$ cat config.mk
export PLATFORM = sky130hd
export DESIGN_NAME = ramp_adc
export DESIGN_NICKNAME = d
export VERILOG_FILES = /design/src/rtl/ramp_adc_pkg.sv /design/src/rtl/ramp_adc_ctrl.sv /design/src/rtl/ramp_adc_datapath.sv /design/src/rtl/ramp_adc.sv
export SDC_FILE = /design/constraint.sdc
export NUM_CORES = 1
export LEC_CHECK = 0
export ABC_AREA = 1
export BUFFER_PORTS_ARGS = -buffer_cell sky130_fd_sc_hd__buf_2
export CORE_ASPECT_RATIO = 1.25
export CORE_MARGIN = 4
export CORE_UTILIZATION = 25
export DETAILED_ROUTE_END_ITERATION = 6
export GPL_ROUTABILITY_DRIVEN = 0
export PLACE_DENSITY = 0.55
export SLEW_MARGIN = 20
export SYNTH_ARGS = -nofsm -noshare
export SYNTH_HDL_FRONTEND = slang
export SYNTH_SLANG_ARGS = --single-unit
$ cat constraint.sdc
create_clock -name clk -period 1.4 [get_ports clk]
set_input_delay 0.07 -clock clk [delete_from_list [all_inputs] [get_ports clk]]
set_output_delay 0.07 -clock clk [all_outputs]
set_load 0.02 [all_outputs]
$ cat src/rtl/ramp_adc_pkg.sv
package ramp_adc_pkg;

  // Strobes issued by the control each clock to the datapath
  typedef struct packed {
    logic clearCount;   // reset counter to zero (accepted start)
    logic stepCount;    // advance counter by one code
    logic latchResult;  // capture counter into result register
  } rampStrobes_t;

  typedef enum logic [1:0] {
    ST_IDLE    = 2'd0,
    ST_COUNT   = 2'd1,
    ST_RELEASE = 2'd2
  } rampState_t;

endpackage

$ cat src/rtl/ramp_adc_ctrl.sv
module ramp_adc_ctrl
  import ramp_adc_pkg::*;
(
  input  logic         clk,
  input  logic         rst,
  input  logic         startPulse,
  input  logic         cmpBelow,
  input  logic         atTop,
  output rampStrobes_t strobes,
  output logic         busy,
  output logic         done,
  output logic         holdEn
);

  rampState_t state, stateNext;
  logic       startOk;
  logic       endNow;
  logic       doneReg;
  logic       holdReg;

  assign startOk = startPulse && (state != ST_COUNT);
  assign endNow  = (state == ST_COUNT) && (!cmpBelow || atTop);

  always_comb begin
    strobes             = '0;
    strobes.clearCount  = startOk;
    strobes.stepCount   = (state == ST_COUNT) && cmpBelow && !atTop;
    strobes.latchResult = endNow;
  end

  always_comb begin
    stateNext = state;
    unique case (state)
      ST_IDLE:    if (startOk) stateNext = ST_COUNT;
      ST_COUNT:   if (endNow)  stateNext = ST_RELEASE;
      ST_RELEASE: stateNext = startOk ? ST_COUNT : ST_IDLE;
      default:    stateNext = ST_IDLE;
    endcase
  end

  always_ff @(posedge clk) begin
    if (rst) begin
      state   <= ST_IDLE;
      doneReg <= 1'b0;
      holdReg <= 1'b0;
    end else begin
      state <= stateNext;
      if (startOk)
        doneReg <= 1'b0;
      else if (endNow)
        doneReg <= 1'b1;
      if (startOk)
        holdReg <= 1'b1;
      else if (state == ST_RELEASE)
        holdReg <= 1'b0;
    end
  end

  assign busy   = (state == ST_COUNT);
  assign done   = doneReg;
  assign holdEn = holdReg;

endmodule

$ cat src/rtl/ramp_adc_datapath.sv
module ramp_adc_datapath
  import ramp_adc_pkg::*;
#(
  parameter int CODE_W = 12
) (
  input  logic              clk,
  input  logic              rst,
  input  rampStrobes_t      strobes,
  output logic [CODE_W-1:0] countVal,
  output logic [CODE_W-1:0] resultVal,
  output logic              atTop
);

  localparam logic [CODE_W-1:0] TOP_CODE = {CODE_W{1'b1}};
  localparam logic [CODE_W-1:0] ONE_CODE = {{(CODE_W-1){1'b0}}, 1'b1};

  logic [CODE_W-1:0] countReg;
  logic [CODE_W-1:0] resultReg;

  always_ff @(posedge clk) begin
    if (rst) begin
      countReg <= '0;
    end else if (strobes.clearCount) begin
      countReg <= '0;
    end else if (strobes.stepCount) begin
      countReg <= countReg + ONE_CODE;
    end
  end

  always_ff @(posedge clk) begin
    if (rst) begin
      resultReg <= '0;
    end else if (strobes.latchResult) begin
      resultReg <= countReg;
    end
  end

  assign atTop     = (countReg == TOP_CODE);
  assign countVal  = countReg;
  assign resultVal = resultReg;

endmodule

$ cat src/rtl/ramp_adc.sv
module ramp_adc
  import ramp_adc_pkg::*;
#(
  parameter int CODE_W = 12
) (
  input  logic              clk,
  input  logic              rst,
  input  logic              startPulse,
  input  logic              cmpBelow,
  output logic [CODE_W-1:0] dacCode,
  output logic              holdEn,
  output logic              busy,
  output logic              done,
  output logic [CODE_W-1:0] result
);

  rampStrobes_t strobes;
  logic         atTop;

  ramp_adc_ctrl u_ctrl (
    .clk        (clk),
    .rst        (rst),
    .startPulse (startPulse),
    .cmpBelow   (cmpBelow),
    .atTop      (atTop),
    .strobes    (strobes),
    .busy       (busy),
    .done       (done),
    .holdEn     (holdEn)
  );

  ramp_adc_datapath #(.CODE_W(CODE_W)) u_dp (
    .clk       (clk),
    .rst       (rst),
    .strobes   (strobes),
    .countVal  (dacCode),
    .resultVal (result),
    .atTop     (atTop)
  );

endmodule

==> flow_summary_export.csv <==
group,metric,value,unit
final_layout,antenna_cells_inserted,0,
sta,setup_violations,7,
power,cellInternalPower,1.12,mW
worst_setup_path,cp-start-kind,"register",
power,power.share.sequential,0.538,
place,detailedPlacementHpwl,2790,um
sta,timing.final.max_slew_violations,0,
clock_tree,cts-root-to-sink-buffers,2,
hold_path,type_of_the_worst_min_delay_path,"in -> reg",
sta,maxClockFrequency,0.699,GHz
power,combPwrFrac,0.169,
sta,final_min_period_over_clock_period,1.02,
drt,detail_route.wirelength,3840,um
worst_setup_path,end_kind,"register",
synth,synth_area,1410,um2
place,place_ws,-0.0157,ns
power,vdd_drop_max,0.313,mV
clock_tree,clk_latency,0.27,ns
sta,worst-slew-pin-transition,0.400,ns
sta,rsz0062_at_grt,"true",
drt,via_per_inst,4.39,
drt,drc,0,
final_layout,area_of_the_multi_input_gates,867,um2
drt,firstDrtPassIters,4,
power,p_leak,0.904,nW
place,placed_area,1760,um2
global_routing,antenna_found_initial,0,
final_layout,design.final.nets,263,
clock_tree,path_clk_slew,0.10,ns
floorplanning,die_area,6900,um2
floorplanning,std_cell_rows,30,
clock_tree,htree_levels,1,
clock_tree,cts_tree,"done",
synth,yosysWarningCount,0,
run,drv_cap,0,
worst_setup_path,critPathArrivalTime,1.60,ns
floorplanning,ios,31,
sta,final_critical_path_setup_slack,-0.0305,ns
global_routing,grt_pass1_wl,6000,um
synth,register_bit_total_from_synthesis,28,
power,switching_share_of_power,0.275,
synth,ys_types,22,
final_layout,layout.cells.most_common,"sky130_fd_sc_hd__nand2_1",
worst_setup_path,critPathKind,"reg -> reg",
sta,setup_skew_after_layout,0.0106,ns
worst_setup_path,critPathMaxFanout,7,
final_layout,share_of_final_layout_standard_cells_stronger_than_drive_strength_1,0.377,
drt,avgRoutedWirePerCell,12.0,um
place,io_buffer_count,30,
final_layout,fin_area,2050,um2
floorplanning,initial_core_util,0.259,
outcome,run_status,"complete, but fails checks",
final_layout,seq_area,574,um2
power,clock_power_share,0.293,
worst_setup_path,required,1.57,ns
outcome,failed_checks,"setup timing",
global_routing,grt.overflow.total,0,
global_routing,largest_net_degree_at_the_start_of_global_routing,25,
synth,ys_seq_area_frac,0.398,
synth,syn_avg_cell_area,7.00,um2
synth,synth_fp_nets,206,
sta,report.final.hold_viol_count,0,
floorplanning,placeableCoreArea,5440,um2
drt,drt_first_iter_violations,37,
clock_tree,numClockSinks,28,
final_layout,syn_to_final_growth,45.7,%
final_layout,final_cell_mix,"44 x sky130_fd_sc_hd__nand2_1, 29 x sky130_fd_sc_hd__nor2_1, 29 x sky130_fd_sc_hd__buf_2, 23 x sky130_fd_sc_hd__inv_1, 23 x sky130_fd_sc_hd__dfxtp_1",
sta,relative_slew_slack,0.733,
power,power.density_cell_area,754,nW/um2
final_layout,fill_cells,585,
sta,final.min_clock_period,1.43,ns
floorplanning,dieHeight,91.9,um
clock_tree,root_buffer,"sky130_fd_sc_hd__clkbuf_8",
drt,vias,1408,
drt,ant_nets,0,
global_routing,grt_pass1_vias,1292,
floorplanning,chipWidth,75.1,um
clock_tree,tritoncts.num_buffers,3,
power,power.net_switching,0.425,mW
global_routing,all_layer_global_routing_usage,0.111,
synth,synthCells,201,
[through the flow]
stage          setup TNS, ns  std cells  hold slack, ns   util  power, mW
3_3_place_gp               0        307           0.280  0.323       1.07
5_1_grt                -1.66        321          0.0535  0.377       1.62
2_1_floorplan              0        201           0.139      -       1.01
4_1_cts              -0.0108        312          0.0381  0.334       1.54
3_5_place_dp         -0.0575        307           0.281  0.323       1.08
6_report              -0.143        321          0.0490  0.377       1.55
[registers in the layout, summed over array words and instances (netlist names)]
signal / cells
u_dp.countVal: 12
u_dp.resultVal: 12
u_ctrl.state: 2
u_ctrl.done: 1
u_ctrl.holdEn: 1
[worst paths after layout]
check / cells after the start / startpoint / endpoint / slack (ns)
worst max-delay path: 8 / u_dp.countVal[1] / u_dp.countVal[6] / -0.03
worst min register to register: 2 / u_ctrl.done / u_ctrl.done / 0.46
worst min-delay path: 3 / startPulse / u_ctrl.state[0] / 0.05
worst max register to register: 8 / u_dp.countVal[1] / u_dp.countVal[6] / -0.03
[layout make-up]
class,instances,area share
multi-input combinational,144,0.423
clock buffer,4,0.0220
timing repair buffer,56,0.189
tap,64,0.0390
sequential,28,0.280
inverter,25,0.0476
[cell usage after synthesis, drive strengths merged]
master / n / area share
a21oi: 21 / 0.080
buf: 7 / 0.044
dfxtp: 28 / 0.40
ha: 1 / 0.0089
inv: 25 / 0.067
nand2: 52 / 0.16
nand3: 19 / 0.076
nand4: 4 / 0.018
nor2: 36 / 0.11
o21ai: 3 / 0.011
xor2: 5 / 0.031
[cell families (layout without fill, tap and decap cells)]
logic type / Yosys count / after routing / synth area share
adder cells (fa/ha/maj): 1 / 1 / 0.00889
buffers and inverters: 32 / 85 / 0.110
flip-flops: 28 / 28 / 0.398
AND/OR/NAND/NOR: 111 / 114 / 0.361
XOR/XNOR: 5 / 5 / 0.0311
AO/OA/AOI/OAI: 24 / 24 / 0.0907
[power groups by stage]
stage | combinational, mW | clock [mW] | sequential [mW]
2_1_floorplan | 0.123 | 0 | 0.885
3_3_place_gp | 0.222 | 0 | 0.853
3_5_place_dp | 0.225 | 0 | 0.853
4_1_cts | 0.230 | 0.477 | 0.835
5_1_grt | 0.288 | 0.493 | 0.836
6_report | 0.261 | 0.453 | 0.832
[per-layer routing]
layer	track usage	vias to the layer above	share of wire
li1	-	744	-
met4	0.0475	0	0.019
met3	0.0132	6	0.041
met1	0.141	631	0.42
met2	0.185	27	0.52
met5	0	-	0
[critical path, cell delays in order, from the launching register on]
cell and delay (ns):
sky130_fd_sc_hd__dfxtp_4 0.38, sky130_fd_sc_hd__ha_4 0.15, sky130_fd_sc_hd__nand2_4 0.05, sky130_fd_sc_hd__nor2_4 0.11, sky130_fd_sc_hd__nand3_4 0.17, sky130_fd_sc_hd__nand2_8 0.14
sky130_fd_sc_hd__clkinvlp_4 0.15, sky130_fd_sc_hd__nand2_1 0.10, sky130_fd_sc_hd__a21oi_1 0.07
[repair_timing]
item	CTS	global route
gates resized for setup	1	31
pin swaps	0	9
hold buffers	1	0
gates cloned	0	3
setup endpoints to repair	11	25
setup buffers	0	6
hold endpoints to repair	3	0
No activity file was read; power rests on OpenSTA's default activity.
